==> config.mk <==
export PLATFORM = sky130hd
export DESIGN_NAME = dma_bus_arbiter
export DESIGN_NICKNAME = d
export VERILOG_FILES = /design/src/rtl/dab_pkg.sv /design/src/rtl/dab_fifo.sv /design/src/rtl/dab_seq.sv /design/src/rtl/dab_sticky.sv /design/src/rtl/dma_bus_arbiter.sv
export SDC_FILE = /design/constraint.sdc
export NUM_CORES = 1
export LEC_CHECK = 0
export ABC_AREA = 0
export BUFFER_PORTS_ARGS = -buffer_cell sky130_fd_sc_hd__buf_2
export CELL_PAD_IN_SITES_DETAIL_PLACEMENT = 1
export CELL_PAD_IN_SITES_GLOBAL_PLACEMENT = 1
export CORE_ASPECT_RATIO = 0.9
export CORE_MARGIN = 8
export CORE_UTILIZATION = 44
export CTS_CLUSTER_SIZE = 8
export DETAILED_ROUTE_END_ITERATION = 10
export PLACE_DENSITY = 0.78
export SLEW_MARGIN = 10
export SYNTH_ARGS = -nofsm -noshare
export SYNTH_HDL_FRONTEND = slang
export SYNTH_SLANG_ARGS = --single-unit
==> constraint.sdc <==
create_clock -name clk -period 2.4 [get_ports clk]
set_input_delay 0 -clock clk [delete_from_list [all_inputs] [get_ports clk]]
set_output_delay 0 -clock clk [all_outputs]
set_load 0.01 [all_outputs]
==> src/rtl/dab_pkg.sv <==
package dab_pkg;

  typedef enum logic [1:0] {
    BS_CPU  = 2'b00,
    BS_IDLE = 2'b01,
    BS_ADDR = 2'b10,
    BS_DATA = 2'b11
  } bus_state_t;

  // Data phase may end once enough wait states have passed and the bus is ready.
  function automatic logic data_phase_done(input int unsigned served,
                                           input int unsigned cfg,
                                           input logic        rdy);
    return (served >= cfg) && rdy;
  endfunction

  // Occupancy after one state of traffic.
  function automatic int unsigned level_next(input int unsigned lvl,
                                             input logic        put,
                                             input logic        take);
    int unsigned n;
    n = lvl;
    if (put)  n = n + 1;
    if (take) n = n - 1;
    return n;
  endfunction

endpackage

==> src/rtl/dab_fifo.sv <==
module dab_fifo #(
  parameter int DW    = 8,
  parameter int DEPTH = 3
) (
  input  logic                         clk,
  input  logic                         rst_n,
  input  logic                         push,
  input  logic [DW-1:0]                din,
  input  logic                         pop,
  output logic [DW-1:0]                head,
  output logic [$clog2(DEPTH+1)-1:0]   level,
  output logic                         empty,
  output logic                         push_ok,
  output logic                         drop
);
  import dab_pkg::*;

  localparam int LW = $clog2(DEPTH + 1);
  localparam int PW = (DEPTH > 1) ? $clog2(DEPTH) : 1;

  logic [DW-1:0] mem [DEPTH];
  logic [PW-1:0] wr_ptr, rd_ptr;
  logic          full;

  function automatic logic [PW-1:0] ptr_inc(input logic [PW-1:0] p);
    return (p == PW'(DEPTH - 1)) ? '0 : p + 1'b1;
  endfunction

  assign full    = (level == LW'(DEPTH));
  assign empty   = (level == '0);
  assign push_ok = push && (!full || pop);
  assign drop    = push && full && !pop;
  assign head    = mem[rd_ptr];

  always_ff @(posedge clk or negedge rst_n) begin
    if (!rst_n) begin
      wr_ptr <= '0;
      rd_ptr <= '0;
      level  <= '0;
      for (int i = 0; i < DEPTH; i++) mem[i] <= '0;
    end else begin
      if (push_ok) begin
        mem[wr_ptr] <= din;
        wr_ptr      <= ptr_inc(wr_ptr);
      end
      if (pop) rd_ptr <= ptr_inc(rd_ptr);
      level <= LW'(level_next(32'(level), push_ok, pop));
    end
  end

endmodule

==> src/rtl/dab_seq.sv <==
module dab_seq #(
  parameter int WW = 3
) (
  input  logic               clk,
  input  logic               rst_n,
  input  logic               have_data,
  input  logic               opp,
  input  logic               ext_ready,
  input  logic [WW-1:0]      wait_cfg,
  output dab_pkg::bus_state_t state,
  output logic               grant,
  output logic               pop
);
  import dab_pkg::*;

  logic [WW-1:0] wcnt;
  logic          done;

  assign grant = (state == BS_CPU) && have_data && opp;
  assign done  = data_phase_done(32'(wcnt), 32'(wait_cfg), ext_ready);
  assign pop   = (state == BS_DATA) && done;

  always_ff @(posedge clk or negedge rst_n) begin
    if (!rst_n) begin
      state <= BS_CPU;
      wcnt  <= '0;
    end else begin
      unique case (state)
        BS_CPU:  if (grant) state <= BS_IDLE;
        BS_IDLE: state <= BS_ADDR;
        BS_ADDR: state <= BS_DATA;
        BS_DATA: if (done) state <= BS_CPU;
        default: state <= BS_CPU;
      endcase
      if (state == BS_DATA && !done) begin
        if (wcnt != '1) wcnt <= wcnt + 1'b1;
      end else begin
        wcnt <= '0;
      end
    end
  end

endmodule

==> src/rtl/dab_sticky.sv <==
module dab_sticky (
  input  logic clk,
  input  logic rst_n,
  input  logic set,
  input  logic clr,
  output logic flag
);
  always_ff @(posedge clk or negedge rst_n) begin
    if (!rst_n)   flag <= 1'b0;
    else if (set) flag <= 1'b1;
    else if (clr) flag <= 1'b0;
  end
endmodule

==> src/rtl/dma_bus_arbiter.sv <==
module dma_bus_arbiter #(
  parameter int          DW        = 8,
  parameter int          AW        = 16,
  parameter int          WW        = 3,
  parameter int          DEPTH     = 3,
  parameter logic [15:0] BASE_ADDR = 16'h0100
) (
  input  logic                        clk,
  input  logic                        rst_n,
  input  logic                        push_valid,
  input  logic [DW-1:0]               push_data,
  input  logic                        cpu_addr_state,
  input  logic                        cpu_extra_ale,
  input  logic                        ext_ready,
  input  logic [WW-1:0]               wait_cfg,
  input  logic                        ovr_clear,
  output logic [1:0]                  bus_state,
  output logic                        dma_own,
  output logic [AW-1:0]               dma_addr,
  output logic [DW-1:0]               bus_wdata,
  output logic [$clog2(DEPTH+1)-1:0]  fifo_level,
  output logic                        overrun
);
  import dab_pkg::*;

  bus_state_t    state;
  logic          opp, grant, seq_pop, fifo_empty, push_ok, push_drop;
  logic [DW-1:0] head;

  // Only a real address state qualifies; extra latch pulses act as waits.
  assign opp = cpu_addr_state && !cpu_extra_ale;

  dab_fifo #(.DW(DW), .DEPTH(DEPTH)) u_fifo (
    .clk(clk), .rst_n(rst_n), .push(push_valid), .din(push_data),
    .pop(seq_pop), .head(head), .level(fifo_level), .empty(fifo_empty),
    .push_ok(push_ok), .drop(push_drop)
  );

  dab_seq #(.WW(WW)) u_seq (
    .clk(clk), .rst_n(rst_n), .have_data(!fifo_empty), .opp(opp),
    .ext_ready(ext_ready), .wait_cfg(wait_cfg), .state(state),
    .grant(grant), .pop(seq_pop)
  );

  dab_sticky u_ovr (
    .clk(clk), .rst_n(rst_n), .set(push_drop), .clr(ovr_clear), .flag(overrun)
  );

  always_ff @(posedge clk or negedge rst_n) begin
    if (!rst_n)       dma_addr <= AW'(BASE_ADDR);
    else if (seq_pop) dma_addr <= dma_addr + 1'b1;
  end

  assign bus_state = state;
  assign dma_own   = (state != BS_CPU);
  assign bus_wdata = (state == BS_DATA) ? head : '0;

endmodule

==> flow_summary.json <==
{
  "critPathLaunchType": "register",
  "worstSetupPathType": "reg -> out",
  "synth_common_cells": "51 x dfrtp_1, 24 x mux2_2, 16 x nand2_1",
  "cts_sinks": 52,
  "rsz0062_at_grt": "false",
  "grt_pass1_vias": 2196,
  "antenna_found_initial": 0,
  "clockBufferDepth": 2,
  "yosysMostFrequentCell": "dfrtp_1",
  "multiInputGateArea_sq_mm": 0.00135,
  "syn_area_per_cell_sq_um": 11.4,
  "crit_start": "u_fifo.rd_ptr[0]",
  "finalSetupViolations": 0,
  "routed_wl_um": 6280,
  "status": "finished clean",
  "place.gp.congestion": 0.735,
  "cts.repair.resized": 0,
  "die_h_um": 91.0,
  "pin_count": 48,
  "clockRootBuffer": "clkbuf_8",
  "utilization": 0.538,
  "viasPerCell": 5.33,
  "core-area_sq_mm": 0.00608,
  "async_flop_share": 1.00,
  "grt_max_degree": 20,
  "fin_crit_ps": 2020,
  "leakagePower_uw": 0.00162,
  "clkSlewWorstSetupHoldPaths_ps": 90,
  "fillers": 677,
  "hold_viol_final": 0,
  "cap_violations": 0,
  "r2r_cells": 5,
  "routedWlPerCell_um": 16.6,
  "netlist_instances": 242,
  "critPathArrivalTime_ps": 2020,
  "fmax_ghz": 0.495,
  "yosys_register_bits": 52,
  "ys_warn_count": 0,
  "tritoncts": "yes",
  "synth_mux_area_frac": 0.139,
  "synth_xor_area_frac": 0.0510,
  "synth_compound_area_frac": 0.0778,
  "hold_path.class": "in -> reg",
  "synth_area_leaders": "dfrtp_1 46%, mux2_2 9.8%, ha_1 5.0%",
  "post-cts-setup-buffers": 0,
  "dieArea_sq_mm": 0.00904,
  "regToRegStartpoint": "u_seq.wcnt[2]",
  "synthDistinctLibCells": 49,
  "skew_ps": 10.8,
  "slew_violations": 0,
  "setup_tns_ps": 0,
  "num_antenna_cells": 0,
  "synthAdderAreaFrac": 0.0501,
  "r2r_end": "dma_addr[1]",
  "htreeDepth": 2,
  "crit_required_ps": 2400,
  "ir_drop_mv": 0.544,
  "dp.cells": 361,
  "grt_pass1_wl_um": 10800,
  "seqCellArea_sq_mm": 0.00130,
  "power_uw": 3370,
  "fin_crit_sh": 0.841,
  "end_kind": "output port",
  "finish.net_count": 335,
  "drt_iter0_markers": 36,
  "fin_ws_ps": 381,
  "place_ws_ps": 423,
  "reg2reg_slack_ps": 400,
  "synth-edff-count": 0,
  "final_antenna_net_count": 0,
  "syn_area_sq_mm": 0.00275,
  "syn_nets": 271,
  "drtPass1Iterations": 4,
  "synth_ff_type": "dfrtp_1",
  "port_buffers": 47,
  "synth-simple-area-share": 0.172,
  "tightest_slew_ps": 660,
  "slew_headroom": 0.559,
  "initial_core_util": 0.452,
  "cts_hold_buf": 10,
  "grt.total_usage": 0.146,
  "dp_hpwl_um": 4810,
  "die_w_um": 99.3,
  "num_vias": 2019,
  "fin_cells": 379,
  "synth_top_area_share": 0.464,
  "yosysTopAreaCell": "dfrtp_1",
  "synthToLayoutAreaGrowth_pct": 19.0,
  "clk_latency_ps": 300,
  "cts-buffers-inserted": 5,
  "row_count": 27,
  "synth_top_family_by_area": "simple AND/OR/NAND/NOR gates",
  "crit_end": "bus_wdata[1]",
  "drc_errors": 0,
  "drive_gt1_frac": 0.316,
  "crit_fanout": 12,
  "cellPowerDensity_mw_per_mm2": 1030,
  "overflow": 0,
  "ys_seq_area_frac": 0.474
}
==> layer usage <==
metal	wire length, um	GRT usage	vias up	share of wire
met2	3120	0.246	29	0.50
met1	2860	0.182	1008	0.46
met5	0	0	-	0
li1	-	-	980	-
met3	268	0.0381	2	0.043
met4	30	0.0340	0	0.0048
==> power breakdown <==
group	internal [uW]	total, uW	switching [uW]
Combinational	715	1440	721
Clock	235	518	283
Sequential	1190	1420	231
Total	2140	3370	1230
==> kinds of logic (layout without fill, tap and decap cells) <==
kind of cell	after synthesis	count (layout)
AO/OA/AOI/OAI	30	30
XOR/XNOR	16	16
adder cells (fa/ha/maj)	11	11
buffers and inverters	20	85
flip-flops	52	52
multiplexers	35	35
AND/OR/NAND/NOR	78	78
==> final cells by class <==
cell class	instances	area share
Clock inverter	1	0.00229
Multi-Input combinational cell	170	0.411
Timing Repair Buffer	65	0.121
Sequential cell	52	0.398
Inverter	12	0.0138
Clock buffer	7	0.0264
Tap cell	72	0.0275
==> cell usage in the layout, fill, tap and decap left out, types with 2 or more instances in the layout <==
| cell type | n |
|---|---|
| dfrtp_1 | 51 |
| buf_2 | 47 |
| mux2_2 | 24 |
| nand2_1 | 16 |
| inv_1 | 12 |
| xor2_1 | 12 |
| and2_1 | 11 |
| ha_1 | 11 |
| mux2i_1 | 10 |
| dlygate4sd3_1 | 10 |
| nor2_1 | 9 |
| o21ai_0 | 9 |
| buf_4 | 8 |
| nand3_1 | 7 |
| clkbuf_8 | 6 |
| nor3_1 | 5 |
| nor2b_1 | 4 |
| a21oi_1 | 4 |
| nand4_1 | 4 |
| nor4b_1 | 4 |
| xnor2_1 | 4 |
| nand2b_1 | 3 |
| nor4_1 | 3 |
| or4_1 | 2 |
| nand3_2 | 2 |
| a21bo_2 | 2 |
| nand4_4 | 2 |
| a21o_1 | 2 |
==> stage by stage <==
stage,cell area (sq um),hold slack [ps]
after floorplan,2750,-296
after global placement,3080,-35.8
after detailed placement,3080,-26.9
after CTS,3270,46.4
after global routing,3270,99.0
final,3270,54.6
==> flip-flops by register name, summed over array words and instances (netlist names) <==
signal         cells
u_fifo.level       2
u_seq.state        2
u_fifo.mem        24
u_fifo.rd_ptr      2
u_seq.wcnt         3
dma_addr          16
u_ovr.flag         1
u_fifo.wr_ptr      2
==> worst min path at each step <==
| stage | startpoint | end | depth (start not counted) |
|---|---|---|---|
| 6_report | cpu_extra_ale | u_seq.state[0] | 4 |
| 5_1_grt | cpu_extra_ale | u_seq.state[0] | 4 |
| 4_1_cts | cpu_extra_ale | u_seq.state[0] | 4 |
| 3_5_place_dp | rst_n | dma_addr[10] | 1 |
| 3_3_place_gp | rst_n | dma_addr[10] | 1 |
| 2_1_floorplan | rst_n | dma_addr[0] | 0 |
==> critical path: stages (launching register included) <==
cell and delay (ps):
dfrtp_1 580, nor2b_1 600, nand2_1 100, o21ai_0 130, and2_1 180, buf_2 130
Note: power is estimated with default switching activity, not from simulation.
